## src/rtl/sram_ctrl_pkg.sv

```systemverilog
package sram_ctrl_pkg;

    typedef enum logic [3:0] {
        ST_IDLE,
        ST_WR_SETUP,
        ST_WR_PULSE,
        ST_WR_HOLD,
        ST_RD_SETUP,
        ST_RD_ACCESS,
        ST_RD_TURN,
        ST_RET_DESEL,
        ST_RET_HOLD,
        ST_RET_RECOV
    } ctrl_state_e;

    // Whole cycles covering a limit; a zero limit still costs one cycle.
    function automatic int unsigned ns_to_cyc(input int unsigned lim_ns,
                                              input int unsigned per_ns);
        int unsigned c;
        c = (lim_ns + per_ns - 1) / per_ns;
        return (c == 0) ? 1 : c;
    endfunction

    function automatic int unsigned max2(input int unsigned a, input int unsigned b);
        return (a > b) ? a : b;
    endfunction

endpackage

```

## src/rtl/sram_interval_timer.sv

```systemverilog
module sram_interval_timer #(
    parameter int unsigned CNT_W = 5
) (
    input  logic             clk,
    input  logic             rst_n,
    input  logic             load,
    input  logic [CNT_W-1:0] load_val,
    output logic             done
);

    logic [CNT_W-1:0] cnt_q;

    always_ff @(posedge clk or negedge rst_n) begin
        if (!rst_n) begin
            cnt_q <= '0;
        end else if (load) begin
            cnt_q <= load_val;
        end else if (cnt_q != '0) begin
            cnt_q <= cnt_q - 1'b1;
        end
    end

    assign done = (cnt_q == '0);

endmodule

```

## src/rtl/sram_data_path.sv

```systemverilog
module sram_data_path #(
    parameter int unsigned AW = 15,
    parameter int unsigned DW = 8
) (
    input  logic          clk,
    input  logic          rst_n,
    input  logic          accept,
    input  logic [AW-1:0] addr_in,
    input  logic [DW-1:0] wdata_in,
    input  logic          capture,
    input  logic [DW-1:0] dq_in,
    output logic [AW-1:0] mem_addr,
    output logic [DW-1:0] dq_out,
    output logic [DW-1:0] rdata
);

    logic [AW-1:0] addr_q;
    logic [DW-1:0] wdata_q;
    logic [DW-1:0] rdata_q;

    always_ff @(posedge clk or negedge rst_n) begin
        if (!rst_n) begin
            addr_q  <= '0;
            wdata_q <= '0;
        end else if (accept) begin
            addr_q  <= addr_in;
            wdata_q <= wdata_in;
        end
    end

    always_ff @(posedge clk or negedge rst_n) begin
        if (!rst_n) begin
            rdata_q <= '0;
        end else if (capture) begin
            rdata_q <= dq_in;
        end
    end

    assign mem_addr = addr_q;
    assign dq_out   = wdata_q;
    assign rdata    = rdata_q;

    // captured data only moves on a capture strobe
    p_rdata_hold_r4: assert property (@(posedge clk) disable iff (!rst_n)
        !capture |=> (rdata == $past(rdata_q)));

endmodule

```

## src/rtl/sram_seq_fsm.sv

```systemverilog
module sram_seq_fsm
    import sram_ctrl_pkg::*;
#(
    parameter int unsigned CNT_W      = 5,
    parameter int unsigned SETUP_CYC  = 1,
    parameter int unsigned WPULSE_CYC = 15,
    parameter int unsigned WHOLD_CYC  = 1,
    parameter int unsigned RACC_CYC   = 17,
    parameter int unsigned RTURN_CYC  = 6,
    parameter int unsigned DESEL_CYC  = 1,
    parameter int unsigned RECOV_CYC  = 17
) (
    input  logic             clk,
    input  logic             rst_n,
    input  logic             req,
    input  logic             req_we,
    input  logic             ret_req,
    input  logic             ret_exit,
    input  logic             tdone,
    output logic             tload,
    output logic [CNT_W-1:0] tload_val,
    output logic             accept,
    output logic             capture,
    output logic             cs_n,
    output logic             we_n,
    output logic             oe_n,
    output logic             dq_oe,
    output logic             ack,
    output logic             busy,
    output logic             ret_ready
);

    ctrl_state_e state_q, state_nxt;

    // state register
    always_ff @(posedge clk or negedge rst_n) begin
        if (!rst_n) begin
            state_q <= ST_IDLE;
        end else begin
            state_q <= state_nxt;
        end
    end

    // next-state logic
    always_comb begin
        state_nxt = state_q;
        unique case (state_q)
            ST_IDLE: begin
                if (req) begin
                    state_nxt = req_we ? ST_WR_SETUP : ST_RD_SETUP;
                end else if (ret_req) begin
                    state_nxt = ST_RET_DESEL;
                end
            end
            ST_WR_SETUP:  if (tdone) state_nxt = ST_WR_PULSE;
            ST_WR_PULSE:  if (tdone) state_nxt = ST_WR_HOLD;
            ST_WR_HOLD:   if (tdone) state_nxt = ST_IDLE;
            ST_RD_SETUP:  if (tdone) state_nxt = ST_RD_ACCESS;
            ST_RD_ACCESS: if (tdone) state_nxt = ST_RD_TURN;
            ST_RD_TURN:   if (tdone) state_nxt = ST_IDLE;
            ST_RET_DESEL: if (tdone) state_nxt = ST_RET_HOLD;
            ST_RET_HOLD:  if (ret_exit) state_nxt = ST_RET_RECOV;
            ST_RET_RECOV: if (tdone) state_nxt = ST_IDLE;
            default:      state_nxt = ST_IDLE;
        endcase
    end

    // interval length of the state being entered
    always_comb begin
        tload_val = '0;
        unique case (state_nxt)
            ST_WR_SETUP:  tload_val = CNT_W'(SETUP_CYC - 1);
            ST_WR_PULSE:  tload_val = CNT_W'(WPULSE_CYC - 1);
            ST_WR_HOLD:   tload_val = CNT_W'(WHOLD_CYC - 1);
            ST_RD_SETUP:  tload_val = CNT_W'(SETUP_CYC - 1);
            ST_RD_ACCESS: tload_val = CNT_W'(RACC_CYC - 1);
            ST_RD_TURN:   tload_val = CNT_W'(RTURN_CYC - 1);
            ST_RET_DESEL: tload_val = CNT_W'(DESEL_CYC - 1);
            ST_RET_RECOV: tload_val = CNT_W'(RECOV_CYC - 1);
            default:      tload_val = '0;
        endcase
    end

    assign tload   = (state_nxt != state_q);
    assign accept  = (state_q == ST_IDLE) && req;
    assign capture = (state_q == ST_RD_ACCESS) && tdone;

    // registered outputs, decoded from the state being entered
    always_ff @(posedge clk or negedge rst_n) begin
        if (!rst_n) begin
            cs_n      <= 1'b1;
            we_n      <= 1'b1;
            oe_n      <= 1'b1;
            dq_oe     <= 1'b0;
            ack       <= 1'b0;
            busy      <= 1'b0;
            ret_ready <= 1'b0;
        end else begin
            cs_n      <= !((state_nxt == ST_WR_PULSE) || (state_nxt == ST_RD_ACCESS));
            we_n      <= !(state_nxt == ST_WR_PULSE);
            oe_n      <= !(state_nxt == ST_RD_ACCESS);
            dq_oe     <= (state_nxt == ST_WR_PULSE) || (state_nxt == ST_WR_HOLD);
            ack       <= (state_nxt == ST_IDLE) &&
                         ((state_q == ST_WR_HOLD) || (state_q == ST_RD_TURN));
            busy      <= (state_nxt != ST_IDLE);
            ret_ready <= (state_nxt == ST_RET_HOLD);
        end
    end

    // completion is a single-cycle pulse and coincides with idle
    p_ack_single_r6: assert property (@(posedge clk) disable iff (!rst_n)
        ack |=> !ack);
    p_ack_not_busy_r6: assert property (@(posedge clk) disable iff (!rst_n)
        ack |-> !busy);

    // RAM stays deselected while retention is reported
    p_ret_deselect_r9: assert property (@(posedge clk) disable iff (!rst_n)
        ret_ready |-> (cs_n && we_n && oe_n && !dq_oe));

endmodule

```

## src/rtl/sram_strobe_ctrl.sv

```systemverilog
module sram_strobe_ctrl
    import sram_ctrl_pkg::*;
#(
    parameter int unsigned AW            = 15,
    parameter int unsigned DW            = 8,
    parameter int unsigned CLK_PERIOD_NS = 5,
    parameter int unsigned T_WC_NS       = 85,
    parameter int unsigned T_WP_NS       = 60,
    parameter int unsigned T_CW_NS       = 75,
    parameter int unsigned T_AW_NS       = 70,
    parameter int unsigned T_DW_NS       = 35,
    parameter int unsigned T_AS_NS       = 0,
    parameter int unsigned T_WR_NS       = 0,
    parameter int unsigned T_RC_NS       = 85,
    parameter int unsigned T_AA_NS       = 85,
    parameter int unsigned T_ACS_NS      = 85,
    parameter int unsigned T_OE_NS       = 45,
    parameter int unsigned T_HZ_NS       = 30,
    parameter int unsigned T_OH_NS       = 10,
    parameter int unsigned T_DESEL_NS    = 0,
    parameter int unsigned T_RECOV_NS    = 85
) (
    input  logic          clk,
    input  logic          rst_n,
    input  logic          req,
    input  logic          we,
    input  logic [AW-1:0] addr,
    input  logic [DW-1:0] wdata,
    output logic          ack,
    output logic [DW-1:0] rdata,
    output logic          busy,
    input  logic          ret_req,
    input  logic          ret_exit,
    output logic          ret_ready,
    output logic [AW-1:0] mem_addr,
    output logic          mem_cs_n,
    output logic          mem_we_n,
    output logic          mem_oe_n,
    output logic [DW-1:0] mem_dq_o,
    output logic          mem_dq_oe,
    input  logic [DW-1:0] mem_dq_i
);

    localparam int unsigned P = CLK_PERIOD_NS;
    localparam int unsigned SETUP_CYC  = ns_to_cyc(T_AS_NS, P);
    localparam int unsigned WPULSE_CYC = max2(max2(ns_to_cyc(T_WP_NS, P), ns_to_cyc(T_CW_NS, P)),
                                              max2(ns_to_cyc(T_AW_NS, P), ns_to_cyc(T_DW_NS, P)));
    localparam int unsigned WSUM_CYC   = SETUP_CYC + WPULSE_CYC;
    localparam int unsigned WC_CYC     = ns_to_cyc(T_WC_NS, P);
    localparam int unsigned WHOLD_CYC  = max2(ns_to_cyc(T_WR_NS, P),
                                              (WC_CYC > WSUM_CYC) ? (WC_CYC - WSUM_CYC) : 0);
    localparam int unsigned RACC_CYC   = max2(max2(ns_to_cyc(T_RC_NS, P), ns_to_cyc(T_AA_NS, P)),
                                              max2(ns_to_cyc(T_ACS_NS, P), ns_to_cyc(T_OE_NS, P)));
    localparam int unsigned RTURN_CYC  = max2(ns_to_cyc(T_HZ_NS, P), ns_to_cyc(T_OH_NS, P));
    localparam int unsigned DESEL_CYC  = ns_to_cyc(T_DESEL_NS, P);
    localparam int unsigned RECOV_CYC  = ns_to_cyc(T_RECOV_NS, P);
    localparam int unsigned MAX_CYC    = max2(max2(max2(WPULSE_CYC, WHOLD_CYC), max2(RACC_CYC, RTURN_CYC)),
                                              max2(max2(DESEL_CYC, RECOV_CYC), SETUP_CYC));
    localparam int unsigned CNT_W      = $clog2(MAX_CYC + 1);

    logic             tload;
    logic [CNT_W-1:0] tload_val;
    logic             tdone;
    logic             accept;
    logic             capture;

    sram_interval_timer #(.CNT_W(CNT_W)) timer_i (
        .clk      (clk),
        .rst_n    (rst_n),
        .load     (tload),
        .load_val (tload_val),
        .done     (tdone)
    );

    sram_seq_fsm #(
        .CNT_W      (CNT_W),
        .SETUP_CYC  (SETUP_CYC),
        .WPULSE_CYC (WPULSE_CYC),
        .WHOLD_CYC  (WHOLD_CYC),
        .RACC_CYC   (RACC_CYC),
        .RTURN_CYC  (RTURN_CYC),
        .DESEL_CYC  (DESEL_CYC),
        .RECOV_CYC  (RECOV_CYC)
    ) fsm_i (
        .clk       (clk),
        .rst_n     (rst_n),
        .req       (req),
        .req_we    (we),
        .ret_req   (ret_req),
        .ret_exit  (ret_exit),
        .tdone     (tdone),
        .tload     (tload),
        .tload_val (tload_val),
        .accept    (accept),
        .capture   (capture),
        .cs_n      (mem_cs_n),
        .we_n      (mem_we_n),
        .oe_n      (mem_oe_n),
        .dq_oe     (mem_dq_oe),
        .ack       (ack),
        .busy      (busy),
        .ret_ready (ret_ready)
    );

    sram_data_path #(.AW(AW), .DW(DW)) dpath_i (
        .clk      (clk),
        .rst_n    (rst_n),
        .accept   (accept),
        .addr_in  (addr),
        .wdata_in (wdata),
        .capture  (capture),
        .dq_in    (mem_dq_i),
        .mem_addr (mem_addr),
        .dq_out   (mem_dq_o),
        .rdata    (rdata)
    );

    // output enable is off and select is on whenever write enable is low
    p_oe_off_in_write_r2: assert property (@(posedge clk) disable iff (!rst_n)
        !mem_we_n |-> (mem_oe_n && !mem_cs_n));

    // bus driven through the whole write overlap
    p_drive_in_pulse_r3: assert property (@(posedge clk) disable iff (!rst_n)
        !mem_we_n |-> mem_dq_oe);

    // no drive against an enabled RAM output, nor right after it turns off
    p_no_contention_r5: assert property (@(posedge clk) disable iff (!rst_n)
        mem_dq_oe |-> mem_oe_n);
    p_release_gap_r5: assert property (@(posedge clk) disable iff (!rst_n)
        $rose(mem_oe_n) |-> !mem_dq_oe);

    // address frozen while the RAM is selected
    p_addr_stable_r11: assert property (@(posedge clk) disable iff (!rst_n)
        (!mem_cs_n && $past(!mem_cs_n)) |-> $stable(mem_addr));

    // nothing is accepted outside idle
    p_accept_idle_r7: assert property (@(posedge clk) disable iff (!rst_n)
        (busy && !ack && !ret_ready) |=> $stable(mem_addr) || $past(!busy));

endmodule

```

## config.mk

```make
export PLATFORM = sky130hd
export DESIGN_NAME = sram_strobe_ctrl
export DESIGN_NICKNAME = d
export VERILOG_FILES = /design/src/rtl/sram_ctrl_pkg.sv /design/src/rtl/sram_interval_timer.sv /design/src/rtl/sram_data_path.sv /design/src/rtl/sram_seq_fsm.sv /design/src/rtl/sram_strobe_ctrl.sv
export SDC_FILE = /design/constraint.sdc
export NUM_CORES = 1
export LEC_CHECK = 0
export BUFFER_PORTS_ARGS = -buffer_cell sky130_fd_sc_hd__buf_2
export CAP_MARGIN = 40
export CELL_PAD_IN_SITES_DETAIL_PLACEMENT = 1
export CELL_PAD_IN_SITES_GLOBAL_PLACEMENT = 1
export CORE_MARGIN = 2
export CORE_UTILIZATION = 38
export CTS_CLUSTER_SIZE = 30
export DETAILED_ROUTE_END_ITERATION = 10
export PLACE_DENSITY = 0.8
export SETUP_SLACK_MARGIN = 0.2
export SYNTH_ARGS = -nofsm -noshare
export SYNTH_HDL_FRONTEND = slang
export SYNTH_SLANG_ARGS = --single-unit
```

## constraint.sdc

```tcl
create_clock -name clk -period 2.7 [get_ports clk]
set_clock_uncertainty 0.05 [all_clocks]
set_input_delay 0.135 -clock clk [delete_from_list [all_inputs] [get_ports clk]]
set_output_delay 0.135 -clock clk [all_outputs]
set_load 0.02 [all_outputs]
```

After elaboration in Yosys (flattened, before gate mapping)
Memory sizes are Yosys's and may differ from the RTL's.
Cells that the tools add are included.
Storage, ports and cells
  register bits: 47
  bits in latches: 0
  bits in writable memories: 0
  ROM bits: 80
  logic and storage cells: 57
  memories: 1
Cells by class
  $add $sub $neg: 1
  multipliers: 0
  divide/modulo/power cells: 0
  order comparisons: 0
  equality and inequality tests: 14
  shifts and indexed selects: 0
  muxes and demuxes: 13
  bitwise operators: 0
  reduce and logical (&&, ||, !) cells: 16
Memory list
  (no name shown): words 16, width 5, rd ports 1, clocked after memory_dff 0, wr ports 0, RTL line sram_seq_fsm.sv:71  | unique case (state_nxt)
Operator list (count)
  4-bit two-way mux: 9
  4-bit case mux with 8 select lines: 1
  4-bit by 3-bit equality test with 1-bit output, second input constant: 5
  4-bit by 2-bit equality test with 1-bit output, second input constant: 4
  4-bit equality test, second input constant: 3
  5-bit two-way mux: 2
  4-bit zero test: 2
  5-bit zero test: 1
  5-bit nonzero test: 1
  5-bit by 1-bit subtractor with 5-bit output, second input constant: 1
  4-bit by 1-bit equality test with 1-bit output, second input constant: 1
  4-bit inequality test: 1
  4-bit nonzero test: 1
  1-bit logical AND: 3
  1-bit zero test: 3
  1-bit logical OR: 3
  3-bit two-way mux: 1
  3-bit OR reduction: 1
  2-bit nonzero test: 1

Logic depth before layout (Yosys ltp)
Gate-level depths: netlist of the first run.
  depth after elaboration: 6
  gate-level depth with buffers: 9
  gate-level depth less buffers: 8

Hierarchy
Synthesis of the first run repeated with hierarchy kept, for this count alone.
Second synthesis, totals
  cells, all modules: 170
  area, all modules: 2144.6 um2
By module, submodules not included
  sram_data_path: instances 1, cells an instance 65, area an instance 1152.4 um2, seq. area each 775.7 um2
  sram_seq_fsm: instances 1, cells an instance 78, area an instance 713.2 um2, seq. area each 279.0 um2
  sram_interval_timer: instances 1, cells an instance 27, area an instance 279.0 um2, seq. area each 125.1 um2

Least setup slack after synthesis of the first run
No wires, ideal clock.
  path kind: flip-flop to flip-flop
  start: reg timer_i.cnt_q[0]
  end: reg timer_i.cnt_q[0]
  setup time: 66 ps
  arrival: 2134 ps
  data required time: 2584 ps
  slack: 450 ps
  cell stages (with the launch flop): 9
  path buffers: 1
  cell sequence: dfrtp_1 > inv_1 > ha_1 > or4b_1 > buf_2 > or3_1 > a31o_2 > a2111oi_4 > mux2_1
Between the ends
  word-level cells in the longest chain between the ends: 5
  elaborated cells between the ends (all ways): 15
  those cells by class: add/sub (1); eq/ne (1); mux (9); reduce/logical (3); memory (1)
RTL lines
  from (decl): RTL line sram_interval_timer.sv:11  | logic [CNT_W-1:0] cnt_q;
  from (signal assigned): RTL line sram_interval_timer.sv:17  | cnt_q <= load_val;
  from (signal assigned): RTL line sram_interval_timer.sv:19  | cnt_q <= cnt_q - 1'b1;
  5-bit zero test: RTL line sram_interval_timer.sv:23  | assign done = (cnt_q == '0);
  4-bit two-way mux, or another cell as far along: RTL line sram_seq_fsm.sv:57, sram_seq_fsm.sv:60, sram_seq_fsm.sv:63
  4-bit case mux with 8 select lines: RTL line sram_seq_fsm.sv:47  | unique case (state_q)
  memory read 16 x 5 bit or 4-bit inequality test (tied branches)
  5-bit two-way mux or 2-bit nonzero test (tied branches)
Several ways; a longest one is shown, not always the timed one. The select of a mux whose other input is x is not followed.
A chain may end at the register's enable or synchronous reset.

Worst setup path in the final report of the first run
Same ends and word-level chain as after synthesis.

==> results of run 1 <==
-- registers in the layout, indices dropped and copies added (netlist names) --
| register | count |
|---|---|
| dpath_i.mem_addr | 15 |
| fsm_i.cs_n | 1 |
| fsm_i.oe_n | 1 |
| fsm_i.ret_ready | 1 |
| fsm_i.state_q | 4 |
| fsm_i.we_n | 1 |
| fsm_i.dq_oe | 1 |
| fsm_i.busy | 1 |
| dpath_i.dq_out | 8 |
| timer_i.cnt_q | 5 |
| fsm_i.ack | 1 |
| dpath_i.rdata | 8 |
-- report_power, final --
part	switching (mW)	total, mW	internal (mW)
registers	0.204	1.24	1.04
clock network	0.230	0.440	0.210
logic	1.01	1.78	0.773
-- layer usage --
metal	vias to the layer above	global-route usage	routed length (um)
li1	745	-	-
met1	789	0.209	2060
met2	53	0.266	2350
met3	7	0.0375	283
met4	0	0.0474	54
met5	-	0	0
-- Yosys cell counts --
cell type,n,area (um^2)
sky130_fd_sc_hd__dfrtp_1,44,1100
sky130_fd_sc_hd__mux2_2,33,372
sky130_fd_sc_hd__nand2_1,9,33.8
sky130_fd_sc_hd__a21oi_1,7,35.0
sky130_fd_sc_hd__o21ai_0,6,30.0
sky130_fd_sc_hd__inv_1,5,18.8
sky130_fd_sc_hd__nand3_1,5,25.0
sky130_fd_sc_hd__nor2_1,4,15.0
sky130_fd_sc_hd__xnor2_1,4,35.0
sky130_fd_sc_hd__buf_2,3,15.0
sky130_fd_sc_hd__dfstp_2,3,78.8
sky130_fd_sc_hd__nor3_1,3,15.0
sky130_fd_sc_hd__buf_1,2,7.51
sky130_fd_sc_hd__buf_6,2,22.5
sky130_fd_sc_hd__ha_1,2,25.0
sky130_fd_sc_hd__mux2i_1,2,20.0
sky130_fd_sc_hd__nor3b_1,2,15.0
sky130_fd_sc_hd__nor4b_2,2,30.0
sky130_fd_sc_hd__or3_1,2,12.5
sky130_fd_sc_hd__a2111oi_4,1,27.5
sky130_fd_sc_hd__a211o_1,1,8.76
sky130_fd_sc_hd__a221oi_1,1,8.76
sky130_fd_sc_hd__a2bb2oi_1,1,8.76
sky130_fd_sc_hd__a31o_2,1,8.76
sky130_fd_sc_hd__a32oi_1,1,8.76
sky130_fd_sc_hd__and2_1,1,6.26
sky130_fd_sc_hd__and2_2,1,7.51
sky130_fd_sc_hd__buf_4,1,7.51
sky130_fd_sc_hd__clkbuf_1,1,3.75
sky130_fd_sc_hd__inv_2,1,3.75
sky130_fd_sc_hd__mux2_1,1,11.3
sky130_fd_sc_hd__nand2b_1,1,6.26
sky130_fd_sc_hd__nand3b_1,1,7.51
sky130_fd_sc_hd__nand4_1,1,6.26
sky130_fd_sc_hd__nor2b_1,1,6.26
sky130_fd_sc_hd__nor4_1,1,6.26
sky130_fd_sc_hd__o211ai_1,1,7.51
sky130_fd_sc_hd__o211ai_2,1,12.5
sky130_fd_sc_hd__o221ai_1,1,8.76
sky130_fd_sc_hd__o31ai_1,1,7.51
sky130_fd_sc_hd__o32a_2,1,11.3
sky130_fd_sc_hd__or4_1,1,7.51
sky130_fd_sc_hd__or4b_1,1,10.0
sky130_fd_sc_hd__xor2_1,1,8.76
-- logic make-up (layout without fill, tap and decap cells) --
kind of cell,after synthesis,in the layout,share of synthesized area
muxes,36,36,0.190
and+or+nand+nor,36,36,0.0989
xor gates and xnor gates,5,5,0.0206
adders and majority gates,2,2,0.0118
buffers and inverters,15,95,0.0371
DFF,47,47,0.555
AOI/OAI and AO/OA,24,24,0.0866
-- worst paths after layout --
path,cells past startpoint,to,start,slack [ns]
setup / recovery,7,timer_i.cnt_q[0]$_DFFE_PN0P_,timer_i.cnt_q[0]$_DFFE_PN0P_,0.37
hold / removal,2,dpath_i.dq_out[1]$_DFFE_PN0P_,wdata[1],0.01
setup reg to reg,7,timer_i.cnt_q[0]$_DFFE_PN0P_,timer_i.cnt_q[0]$_DFFE_PN0P_,0.37
hold reg to reg,1,dpath_i.mem_addr[11]$_DFFE_PN0P_,dpath_i.mem_addr[11]$_DFFE_PN0P_,0.46
max in group asynchronous,3,fsm_i.oe_n$_DFF_PN1_,rst_n,1.73
min in group asynchronous,2,dpath_i.mem_addr[8]$_DFFE_PN0P_,rst_n,0.29
-- final cells by class --
type | instances | area, um^2
Clock buffer | 7 | 86.3
Sequential cell | 47 | 1180
Fill cell | 616 | 2740
Clock inverter | 1 | 8.76
Inverter | 6 | 22.5
Multi-Input combinational cell | 103 | 870
Timing Repair Buffer | 81 | 438
Tap cell | 72 | 90.1
-- repair_timing --
item                                   in CTS  in global routing
setup endpoints to repair                   0                  3
hold buffers                                1                  0
gates resized for setup                     0                  2
setup buffers                               0                  0
endpoints found under the hold margin      20                  0
-- metrics by stage --
stage	setup WS, ns	power (mW)
2_1_floorplan	0.450	2.52
3_3_place_gp	0.352	2.96
3_5_place_dp	0.288	3.05
4_1_cts	0.265	3.50
5_1_grt	0.270	3.72
6_report	0.367	3.46
==> results.md, run 1 <==
- The run finished with clean final reports.
- Walking the worst path, the cells encountered are inv_1, ha_1, or4b_4, or3_1, a31o_2, a2111oi_4, mux2_1.
- The number of buffers and inverters on the critical path is 1.
- Counting every sink on the clock net gives 47.
- From bottom edge to top edge, the die measures 78.8 um.
- The standard cell core area is 0.00544 mm^2.
- After detailed routing, the average wire length per cell comes to 15.0 um.
- The CTS buffer count is 5.
- The clock passes through at most 2 buffers.
- Yosys printed 0 warnings.
- The largest net degree at the start of global routing is 28.
- Among all stages on the critical path, the largest delay is contributed by sky130_fd_sc_hd__or4b_4.
- The share of the Yosys chip area taken by registers is 0.555.
- Dividing the detail-routed via count by the number of cells gives 5.03.
- The worst setup path is launched from a flip-flop.
- Across all hold checks on the routed design, the worst slack comes to 0.0107 ns.
- The unique cell type count in the Yosys netlist is 44.
- The number of slew-limit violations in the final report is 0.
- The post-synth net total is 204.
- In this run the cell area measured after placement is 0.00259 mm^2.
- Counting tap cells, the placed design contains a total of 308 instances.
- For this design the ratio of total power to cell area is 1280 mW/mm^2.
- TritonCTS built the clock tree.
- The critical path's largest stage delay is 0.53 ns.
- The initial cell density of the core is 0.391.
- The library cell used most frequently in the layout, excluding fill and tap cells, is sky130_fd_sc_hd__buf_2.
- The number of setup violations in the final report is 0.
- The path class of the tightest hold or removal check is input pin to flip-flop.
- In the layout the commonest cells are sky130_fd_sc_hd__buf_2, sky130_fd_sc_hd__dfrtp_1, sky130_fd_sc_hd__mux2_2, sky130_fd_sc_hd__nand2_1, sky130_fd_sc_hd__a21oi_1.
- The global-route total usage across every layer is 0.160.
- The hold violation count in the final report is 0.
- For this run, the number of standard cells in the final layout without fillers is 317.
- Of the available clock period, the critical path in the final layout requires 0.864.
- The root buffer cell is sky130_fd_sc_hd__clkbuf_8.
- The post-synthesis sequential element count is 47.
- Once detail routing completed, the nets flagged for antenna violations numbered 0.
- The count of pins on the block boundary is 75.
- The data arrival time at the worst-slack endpoint is 2.52 ns.
- The number of antenna violations at the first check in global routing is 0.
- The die is 78.8 um wide.
- The clock-pin slew on the worst setup and hold paths is 0.09 ns.
- The post-synthesis area per instance is 12.9 um^2.
- The peak supply drop is 0.466 mV.
- STA puts the critical path data required time at 2.89 ns.
- The number of instances in the synthesized netlist is 165.
- In this run the number of H-tree levels came out at 2.
- The DRC violations left is 0.
- Relative to the synthesized area, the layout overhead comes to 26.9%.
- The final layout contains 283 nets.
- The first global-routing pass estimated 7710 um of wire.
- The headroom to the max-slew limit is 0.661.
- Of the cells placed in the final design, the portion with a size suffix greater than 1 is 0.543.
- The finished cells cover 0.00270 mm^2.
- The number of global-route vias before repair is 1597.
- The clock reaches the later pin of the worst-skew pair after 0.30 ns.
- The post-route core utilization is 0.496.
- After global routing the overflow that remains totals 0.
- In this run the cell area of the synthesized design comes to 0.00212 mm^2.
- The number of max-capacitance violations reported is 0.
- The count of buffers added on input and output ports is 74.
- For this block, the initial DRC count from the detailed router was 39.
- The largest driver fanout on the critical path is 7.
- At the end of routability-driven placement, the weighted congestion stood at 0.863.
- The classification of the worst setup path is flip-flop to flip-flop.
- The routed design could run at a clock period as short as 2.33 ns.
- The routed wire length is 4750 um.
- The endpoint type of the worst setup path is a flip-flop.
- The post-detailed-placement half-perimeter wirelength is 3690 um.
- The count of standard-cell rows is 27.
- Derived from the worst setup path, the maximum achievable clock frequency is 0.429 GHz.
- The die covers 0.00620 mm^2.
- The total via count in the routed design is 1594.
- The leakage power summed over all cells is 1.27 nW.
- In the final timing run, aggregate negative setup slack is 0 ns.
- Setup repair after global routing left no endpoint under its margin.
- The first detailed-routing pass ran for 4 iterations.
- The slew at the pin closest to its max-slew limit is 0.508 ns.
- Grouping stages by cell kind, the critical path spends the most delay in simple AND/OR/NAND/NOR gates.
- The number of antenna diodes in the final layout is 0.
No activity file was read; power rests on OpenSTA's default activity.
==> run 2, diff against run 1 <==
--- a/config.mk
+++ b/config.mk
@@ -11,8 +11,8 @@
 export CELL_PAD_IN_SITES_GLOBAL_PLACEMENT = 1
 export CORE_MARGIN = 2
-export CORE_UTILIZATION = 38
+export CORE_UTILIZATION = 41
 export CTS_CLUSTER_SIZE = 30
 export DETAILED_ROUTE_END_ITERATION = 10
-export PLACE_DENSITY = 0.8
+export PLACE_DENSITY = 0.86
 export SETUP_SLACK_MARGIN = 0.2
 export SYNTH_ARGS = -nofsm -noshare
==> constraint.sdc (replaced) <==
create_clock -name clk -period 2.93 [get_ports clk]
set_clock_uncertainty 0.05 [all_clocks]
set_input_delay 0 -clock clk [delete_from_list [all_inputs] [get_ports clk]]
set_output_delay 0 -clock clk [all_outputs]
set_load 0.02 [all_outputs]
==> run 2 against run 1 <==
Effect of this change: sequential share of layout area fell by 4.2 points; utilization rose by 9.5 points; global-route usage rose by 4.6 points; hold slack improved by 0.067 ns; critical path depth did not move; clock-buffer cell count fell by 1; die area fell by 6.9%; register-to-register slack improved by 0.08 ns; sequential cell count did not move; design area rose by 11%; largest power group unchanged.
==> results.md, run 2 (same netlist as run 1, synthesis figures left out) <==
- The run finished with clean final reports.
- The standard cell core area is 0.00504 mm^2.
- The tool flagged a number of max-cap violations equal to 0.
- Entering global routing, the biggest net connects 29 pins.
- The kind of cell with the highest combined delay along the critical path is simple AND/OR/NAND/NOR gates.
- The floorplan has 26 rows.
- The repair_antennas step left the layout with diodes totalling 0.
- Setup violations remaining at the end of the flow were counted as 0.
- The detailed router's first-iteration violation count is 66.
- The library cells used most frequently in the layout, excluding fill and tap cells, are sky130_fd_sc_hd__buf_2, sky130_fd_sc_hd__dfrtp_1, sky130_fd_sc_hd__mux2_2, sky130_fd_sc_hd__dlygate4sd3_1, sky130_fd_sc_hd__nand2_1.
- The standard cell area after detailed placement is 0.00256 mm^2.
- In the finished design, the share of the clock period the worst path needs comes to 0.847.
- Setup repair after global routing left no endpoint under its margin.
- The number of global-route vias before repair is 1956.
- The most common cell after layout, fill and taps aside is sky130_fd_sc_hd__buf_2.
- The maximum operating frequency is 0.403 GHz.
- For the pin with the worst max-slew slack, the measured transition is 0.480 ns.
- The worst setup path is captured at a flip-flop.
- STA puts the critical path data required time at 3.13 ns.
- The final design instance area without fill is 0.00298 mm^2.
- The post-placement worst setup slack is 0.471 ns.
- The critical path's slowest cell is sky130_fd_sc_hd__or4b_1.
- The average routed wire per standard cell is 16.3 um.
- In this run the power density over the cells is 1080 mW/mm^2.
- The number of buffers inserted by port buffering is 74.
- The flip-flop count of the largest register, all copies and words added is 15.
- The number of antenna violations at the first check in global routing was 0.
- The die boundary width is 76.0 um.
- Clock tree synthesis selected as its root buffer the cell sky130_fd_sc_hd__clkbuf_8.
- The clock latency at the later pin of the worst-skew pair is 0.31 ns.
- In the routed design, unresolved DRC markers number 0.
- The critical path goes through inv_1, ha_1, or4b_1, or3_1, a31o_2, a2111oi_4, mux2_1.
- The worst setup path is launched from a flip-flop.
- Buffers inserted during clock tree synthesis total 5.
- The leakage power summed over all cells is 1.38 nW.
- The floorplan die area is 0.00577 mm^2.
- The largest driver fanout on the critical path is 7.
- Summed over all nets, the half-perimeter wirelength after detailed placement is 3630 um.
- The count of pins on the block boundary is 75.
- The worst setup path is of the flip-flop to flip-flop kind.
- The initial cell density of the core is 0.421.
- The number of detailed-route iterations in the first pass is 4.
- The routed wire length is 5580 um.
- The number of buffers and inverters on the critical path is 1.
- The CTS H-tree depth is 2.
- Summing all flip-flop and latch instances after layout gives 0.00118 mm^2.
- The number of fill cells is 540.
- The maximum clock insertion buffer count is 2.
- The worst path meets setup with 0.448 ns of slack.
- The type of the most critical hold path is input pin to flip-flop.
- After the last flow step, the layout net total stands at 311.
- The overflow left after global routing is 0.
- Total power for the finished layout comes to 3.23 mW.
- At the end of routability-driven placement, the weighted congestion stood at 0.794.
- The multi-input gate area in the final layout is 866 um^2.
- The number of slew-limit violations in the final report came to 0.
- The headroom to the max-slew limit is 0.680.
- The post-route antenna net violation count is 0.
- The hold violation count in the final report is 0.
- Across all layers, the routed design uses 1739 vias.
- TritonCTS built the clock tree.
- Across every metal layer, demand over resource in global routing totals 0.206.
- The first-pass GRT wire length is 9380 um.
- The number of clock sinks is 47.
- The critical path's largest stage delay is 0.59 ns.
- The area growth from synthesis to layout is 40.3%.
- Clock-pin slew was measured on the worst setup and hold paths at 0.09 ns.
- Of the cells placed in the final design, the portion with a size suffix greater than 1 is 0.473.
- The data arrival time at the worst-slack endpoint is 2.68 ns.
- The post-route core utilization is 0.591.
- Subtracting the final worst setup slack from the clock period gives 2.48 ns.
- The worst-case IR drop observed on VDD is 0.499 mV.
- The die height is 76.0 um.
- The post-route setup TNS is 0 ns.
- The mean number of vias per cell is 5.07.
[run 2: final cells by class]
type                    instances  share of cell area
clock buffers                   6              0.0277
clock inverters                 2             0.00546
inverters                       6             0.00756
multi-input cells             103               0.291
flip-flops and latches         47               0.396
well taps                      70              0.0294
repair buffers                109               0.243
[run 2: final timing paths]
check                      slack, ns                        startpoint                          endpoint  cells past startpoint
hold / removal                  0.08                          ret_exit        fsm_i.state_q[0]$_DFF_PN0_                      3
setup / recovery                0.45      timer_i.cnt_q[0]$_DFFE_PN0P_      timer_i.cnt_q[0]$_DFFE_PN0P_                      7
hold reg to reg                 0.46  dpath_i.mem_addr[13]$_DFFE_PN0P_  dpath_i.mem_addr[13]$_DFFE_PN0P_                      1
setup reg to reg                0.45      timer_i.cnt_q[0]$_DFFE_PN0P_      timer_i.cnt_q[0]$_DFFE_PN0P_                      7
max in group asynchronous       2.20                             rst_n      dpath_i.rdata[0]$_DFFE_PN0P_                      3
min in group asynchronous       0.12                             rst_n  dpath_i.mem_addr[12]$_DFFE_PN0P_                      2
[run 2: timing repair]
item,in CTS,in global routing
endpoints found under the setup margin,0,0
hold buffers,32,0
resized for setup,0,0
hold endpoints to repair,78,0
setup buffers,0,0
[run 2: tightest hold or removal path, stage by stage]
cell and delay, ns:
sky130_fd_sc_hd__buf_2 0.09, sky130_fd_sc_hd__a32oi_1 0.12, sky130_fd_sc_hd__o211ai_2 0.16
[run 2: stage by stage]
step	hold slack (ns)	cells
CTS	0.0702	343
global placement	0.180	302
detailed placement	-0.0705	303
finish	0.0777	343
global route	0.0918	343
floorplan	-0.346	165
[run 2: report_power, final]
part / switching, mW / leakage [nW] / internal (mW)
sequential: 0.222 / 0.565 / 0.955
combinational: 0.916 / 0.769 / 0.722
clock: 0.219 / 0.0474 / 0.193
[run 2: per-layer routing]
layer	global-route usage	wire length (um)	vias to the layer above
li1	-	-	805
met5	0	0	-
met2	0.374	2990	59
met4	0.0655	86	0
met1	0.243	2200	865
met3	0.0462	301	10
